**config.mk**
```make
export PLATFORM = sky130hd
export DESIGN_NAME = tick_timer_pair
export DESIGN_NICKNAME = d
export VERILOG_FILES = /design/src/rtl/tmr_pkg.sv /design/src/rtl/tmr_unit.sv /design/src/rtl/tmr_regif.sv /design/src/rtl/tick_timer_pair.sv
export SDC_FILE = /design/constraint.sdc
export NUM_CORES = 1
export LEC_CHECK = 0
export ABC_AREA = 1
export BUFFER_PORTS_ARGS = -buffer_cell sky130_fd_sc_hd__buf_2
export CAP_MARGIN = 25
export CORE_UTILIZATION = 60
export DETAILED_ROUTE_END_ITERATION = 8
export HOLD_SLACK_MARGIN = 0.08
export PLACE_DENSITY_LB_ADDON = 0.15
export SYNTH_ARGS = -nofsm -noshare
export SYNTH_HDL_FRONTEND = slang
export SYNTH_SLANG_ARGS = --single-unit
export TNS_END_PERCENT = 30
```
**constraint.sdc**
```tcl
create_clock -name clk -period 2.15 [get_ports clk]
set_clock_uncertainty 0.1 [all_clocks]
set_input_delay 0.43 -clock clk [delete_from_list [all_inputs] [get_ports clk]]
set_output_delay 0.43 -clock clk [all_outputs]
set_load 0.05 [all_outputs]
```
**src/rtl/tmr_pkg.sv**
```systemverilog
package tmr_pkg;
    typedef enum logic {
        ST_IDLE  = 1'b0,
        ST_ARMED = 1'b1
    } tmr_state_e;

    localparam int WORD_BYTES = 4;
    localparam logic [5:0] OFF_OS_INTV  = 6'h20;
    localparam logic [5:0] OFF_OS_LEFT  = 6'h24;
    localparam logic [5:0] OFF_PER_INTV = 6'h28;
    localparam logic [5:0] OFF_PER_LEFT = 6'h2C;

    function automatic logic [31:0] lane_swap(input logic [31:0] v);
        return {v[7:0], v[15:8], v[23:16], v[31:24]};
    endfunction
endpackage

```
**src/rtl/tmr_unit.sv**
```systemverilog
module tmr_unit
    import tmr_pkg::*;
#(
    parameter int  W        = 32,
    parameter bit  PERIODIC = 1'b0
) (
    input  logic         clk,
    input  logic         rst_n,
    input  logic         tick_en,
    input  logic         load,
    input  logic [W-1:0] load_val,
    output logic [W-1:0] interval,
    output logic [W-1:0] remain,
    output logic         fire
);
    localparam logic [W-1:0] ONE = W'(1);

    tmr_state_e state_q, state_d;
    logic       expire;

    assign expire = (state_q == ST_ARMED) && tick_en && (remain == ONE);

    always_comb begin
        state_d = state_q;
        unique case (state_q)
            ST_IDLE: begin
                if (load && load_val != '0) state_d = ST_ARMED;        // arm
            end
            ST_ARMED: begin
                if (load)                   state_d = (load_val == '0) ? ST_IDLE : ST_ARMED; // disarm / rearm
                else if (expire && !PERIODIC) state_d = ST_IDLE;       // expire_oneshot
            end
            default: state_d = ST_IDLE;
        endcase
    end

    always_ff @(posedge clk) begin
        if (!rst_n) state_q <= ST_IDLE;
        else        state_q <= state_d;
    end

    always_ff @(posedge clk) begin
        if (!rst_n) begin
            interval <= '0;
            remain   <= '0;
            fire     <= 1'b0;
        end else begin
            fire <= expire && !load;
            if (load) begin
                interval <= load_val;
                remain   <= load_val;
            end else if (expire) begin
                if (PERIODIC) begin
                    remain <= interval;                                 // expire_reload
                end else begin
                    interval <= '0;
                    remain   <= '0;
                end
            end else if (state_q == ST_ARMED && tick_en) begin
                remain <= remain - ONE;
            end
        end
    end
endmodule

```
**src/rtl/tmr_regif.sv**
```systemverilog
module tmr_regif
    import tmr_pkg::*;
#(
    parameter int AW = 6,
    parameter int W  = 32
) (
    input  logic          clk,
    input  logic          rst_n,
    input  logic          req_valid,
    input  logic          req_write,
    input  logic [AW-1:0] req_addr,
    input  logic [2:0]    req_size,
    input  logic [W-1:0]  req_wdata,
    input  logic [W-1:0]  os_intv,
    input  logic [W-1:0]  os_left,
    input  logic [W-1:0]  per_intv,
    input  logic [W-1:0]  per_left,
    output logic [1:0]    load,
    output logic [W-1:0]  load_val,
    output logic          resp_valid,
    output logic          resp_err,
    output logic [W-1:0]  resp_rdata
);
    logic         hit;
    logic         size_ok;
    logic [W-1:0] rd_val;
    logic [5:0]   off;

    assign off     = 6'(req_addr);
    assign size_ok = (req_size == 3'(WORD_BYTES));
    assign load_val = lane_swap(req_wdata);

    always_comb begin
        hit    = 1'b1;
        rd_val = '0;
        unique case (off)
            OFF_OS_INTV:  rd_val = os_intv;
            OFF_OS_LEFT:  rd_val = os_left;
            OFF_PER_INTV: rd_val = per_intv;
            OFF_PER_LEFT: rd_val = per_left;
            default:      hit    = 1'b0;
        endcase
    end

    assign load[0] = req_valid && req_write && size_ok && (off == OFF_OS_INTV);
    assign load[1] = req_valid && req_write && size_ok && (off == OFF_PER_INTV);

    always_ff @(posedge clk) begin
        if (!rst_n) begin
            resp_valid <= 1'b0;
            resp_err   <= 1'b0;
            resp_rdata <= '0;
        end else begin
            resp_valid <= req_valid;
            resp_err   <= req_valid && hit && !size_ok;
            resp_rdata <= (req_valid && !req_write && hit && size_ok) ? lane_swap(rd_val) : '0;
        end
    end
endmodule

```
**src/rtl/tick_timer_pair.sv**
```systemverilog
module tick_timer_pair
    import tmr_pkg::*;
#(
    parameter int AW = 6,
    parameter int W  = 32
) (
    input  logic          clk,
    input  logic          rst_n,
    input  logic          tick_en,
    input  logic          req_valid,
    input  logic          req_write,
    input  logic [AW-1:0] req_addr,
    input  logic [2:0]    req_size,
    input  logic [W-1:0]  req_wdata,
    output logic          resp_valid,
    output logic          resp_err,
    output logic [W-1:0]  resp_rdata,
    output logic          oneshot_fire,
    output logic          periodic_fire
);
    localparam int NT = 2;

    logic [NT-1:0]  load;
    logic [W-1:0]   load_val;
    logic [W-1:0]   intv [NT];
    logic [W-1:0]   left [NT];
    logic [NT-1:0]  fire;

    tmr_regif #(.AW(AW), .W(W)) u_regif (
        .clk        (clk),
        .rst_n      (rst_n),
        .req_valid  (req_valid),
        .req_write  (req_write),
        .req_addr   (req_addr),
        .req_size   (req_size),
        .req_wdata  (req_wdata),
        .os_intv    (intv[0]),
        .os_left    (left[0]),
        .per_intv   (intv[1]),
        .per_left   (left[1]),
        .load       (load),
        .load_val   (load_val),
        .resp_valid (resp_valid),
        .resp_err   (resp_err),
        .resp_rdata (resp_rdata)
    );

    for (genvar gi = 0; gi < NT; gi++) begin : g_tmr
        tmr_unit #(.W(W), .PERIODIC(gi == 1)) u_unit (
            .clk      (clk),
            .rst_n    (rst_n),
            .tick_en  (tick_en),
            .load     (load[gi]),
            .load_val (load_val),
            .interval (intv[gi]),
            .remain   (left[gi]),
            .fire     (fire[gi])
        );
    end

    assign oneshot_fire  = fire[0];
    assign periodic_fire = fire[1];
endmodule

```
==> results.md <==
* Run status: finished clean
* Fmax at around 500 MHz
* Die X at 123 um
* Detailed router's first-iteration violation count at ~1300
* ANT nets after route at 0
* H-tree depth at 4
* Layout area overhead at 17.8%
* Average wire per standard cell at between 15 and 20 um
* Vias at 9764
* Router iterations before antenna repair at 7
* Hold crit path type: in2reg
* DRC viols at 0
* Post-route setup slack at between 0.1 and 0.15 ns
* Final setup TNS at 0 ns
* Port Buffers at 81
* Later-pin clock latency in the skew report at around 0.43 ns
* R2R setup slack at 0.14 ns
* Filler cells at 1163
* Top cell types by occurrence after synthesis: nand2_1 (259), nor2_1 (218), dfxtp_1 (166)
* # rows at 43
* CTS tree: yes
* Mapped Nets at 1377
* FF/Latch Area at 3320 um2
* Die Span Y at 123 um
* Placed insts at 1593
* Most common cell in the netlist: nand2_1
* Max Slew Vio Count at 0
* Die area at 15100 um2
* Crit path required time at between 2 and 2.5 ns
* Setup bufs post-CTS at 0
* Worst Path Max Fanout at 5
* Root Buffer: clkbuf_16
* Ant. Diodes at 0
* Post-route cell area at just over 10000 um2
* Mapped Avg Cell Area at about 6.6 um2
* # hold bufs at CTS at 0
* Nets@finish at 1482
* Initial Util at 0.623
* Setup Crit Path Kind: reg2reg
* Worst Tran Pin Value at 0.519 ns
* Detail-routed via count per cell at between 6 and 7
* EDFF count, synth at 0
* Final non-filler cell total at 1624
* Async set or reset register ratio after synthesis at 0
* Io pins at 82
* HPWL Detailed at 20900 um
* Critical Path AT at 2.27 ns
* Ys flop type: dfxtp_1
* Synthesized flop and latch total at 166
* Layout cell share with drive strength beyond 1 at 0.141
* Total CTS buffers at 17
* Power Dens Cells at 629 nW/um2
* # setup viols final at 0
* Tmin final at 2.01 ns
* TritonCTS Sinks at around 170
* Synthesized area at 8780 um2
* Area leader, netlist: dfxtp_1
* Final worst-path cycle share at 0.935
* Maximum VDD drop at 0.578 mV
* Post-Place Worst Slack at 0.0698 ns
* Vias in the first global route at 8825
* Post_cts resized at 0
* Post-synthesis cell count at 1327
* WL final at 29100 um
* Total track usage at 0.396
* Initial antenna violation count at 0
* Syn. warnings at 0
* GP Congestion at 1.08
* Finished Core Util at 0.734
* Multi-input logic area at 4520 um2
* Number of max-cap violations at 0
* RSZ-0062 raised after global routing: no
* Grt ovf at 0
* First-pass GRT wire length at 45600 um
* Final Hold Viols at 0
* Synth cell types at 34
* Share of the synthesized area in the top cell type at 0.378
* Worst setup EP type: register
* Placement Cell Area at 9720 um2
* Worst relative slew slack at 0.654
* Clk slew on worst S/H paths at 0.06 ns
* Startpoint types: register
* Largest cells by area after synthesis: dfxtp_1 (38%), nand2_1 (11%), nor2_1 (9.3%), inv_1 (7.0%), a21oi_1 (5.9%)
* CTS max path bufs at 2
* LEAKAGE at around 0.0045 uW
* Largest net degree at the start of global routing at 48
* Core region area at roughly 14000 um2
* Register area share after synthesis at 0.378
through the flow:
stage | hold WS (ns) | total power, uW
6_report | 0.144 | 6500
3_3_place_gp | 0.348 | 3380
5_1_grt | 0.173 | 6640
3_5_place_dp | 0.353 | 3380
2_1_floorplan | 0.340 | 3260
4_1_cts | 0.132 | 6500
path summary, 6_finish.rpt:
path | start | end | depth (start not counted)
max | g_tmr[0].u_unit.remain[0]$_SDFFE_PN0P_ | g_tmr[0].u_unit.remain[24]$_SDFFE_PN0P_ | 11
min | req_valid | u_regif.resp_valid$_SDFF_PN0_ | 3
max reg2reg | g_tmr[0].u_unit.remain[0]$_SDFFE_PN0P_ | g_tmr[0].u_unit.remain[24]$_SDFFE_PN0P_ | 11
min reg2reg | g_tmr[0].u_unit.interval[15]$_SDFFE_PN0P_ | g_tmr[0].u_unit.interval[15]$_SDFFE_PN0P_ | 2
per-layer routing:
metal  vias up  global-route usage  part of all wire
li1       4574                   -                 -
met1      4510               0.532              0.41
met2       579               0.613              0.45
met3       101              0.0899             0.098
met4         0               0.165             0.037
met5         -                   0                 0
cell families (layout without fill, tap and decap cells):
group | Yosys count | after routing | share of synthesized area
and+or+nand+nor | 609 | 609 | 0.292
buffers and inverters | 231 | 348 | 0.110
AOI/OAI and AO/OA | 296 | 296 | 0.193
DFF | 166 | 166 | 0.378
adders and majority gates | 4 | 4 | 0.00570
xor gates and xnor gates | 21 | 21 | 0.0209
final cells by class:
type	count	area share
Timing Repair Buffer	146	0.0996
Clock inverter	9	0.0138
Multi-Input combinational cell	930	0.437
Sequential cell	166	0.321
Inverter	171	0.0622
Clock buffer	22	0.0449
Tap cell	180	0.0218
where the power goes:
group | switching (uW) | internal (uW)
Combinational | 162 | 76.3
Sequential | 1.61 | 3080
Clock | 1290 | 1900
cells in the final DEF, fill, tap and decap left out, types with 17 or more instances in the layout:
cell and instances:
nand3_1 76, o22ai_1 61, nand2_1 259, clkbuf_16 17, inv_1 164, buf_4 54, o21ai_0 60, dfxtp_1 166
a21oi_1 103, nand4_1 20, a211oi_1 32, xor2_1 20, nor2_1 216, buf_2 81
worst max-delay path: stages (launching register included):
cell,delay [ns]
dfxtp_1,0.31
buf_4,0.14
inv_1,0.11
ha_2,0.27
nand2_1,0.09
nor2_1,0.21
nand2_1,0.14
nor2_1,0.22
nand2_1,0.08
nand2_1,0.06
nand4_1,0.09
a21oi_1,0.13
sequential cells by signal, indices dropped and copies added, names as in the netlist, named ones only:
signal / cells
g_tmr.u_unit.interval: 64
g_tmr.u_unit.remain: 64
u_regif.resp_rdata: 32
g_tmr.u_unit.fire: 2
g_tmr.u_unit.state_q: 1
u_regif.resp_err: 1
u_regif.resp_valid: 1
Note: power is estimated with default switching activity, not from simulation.
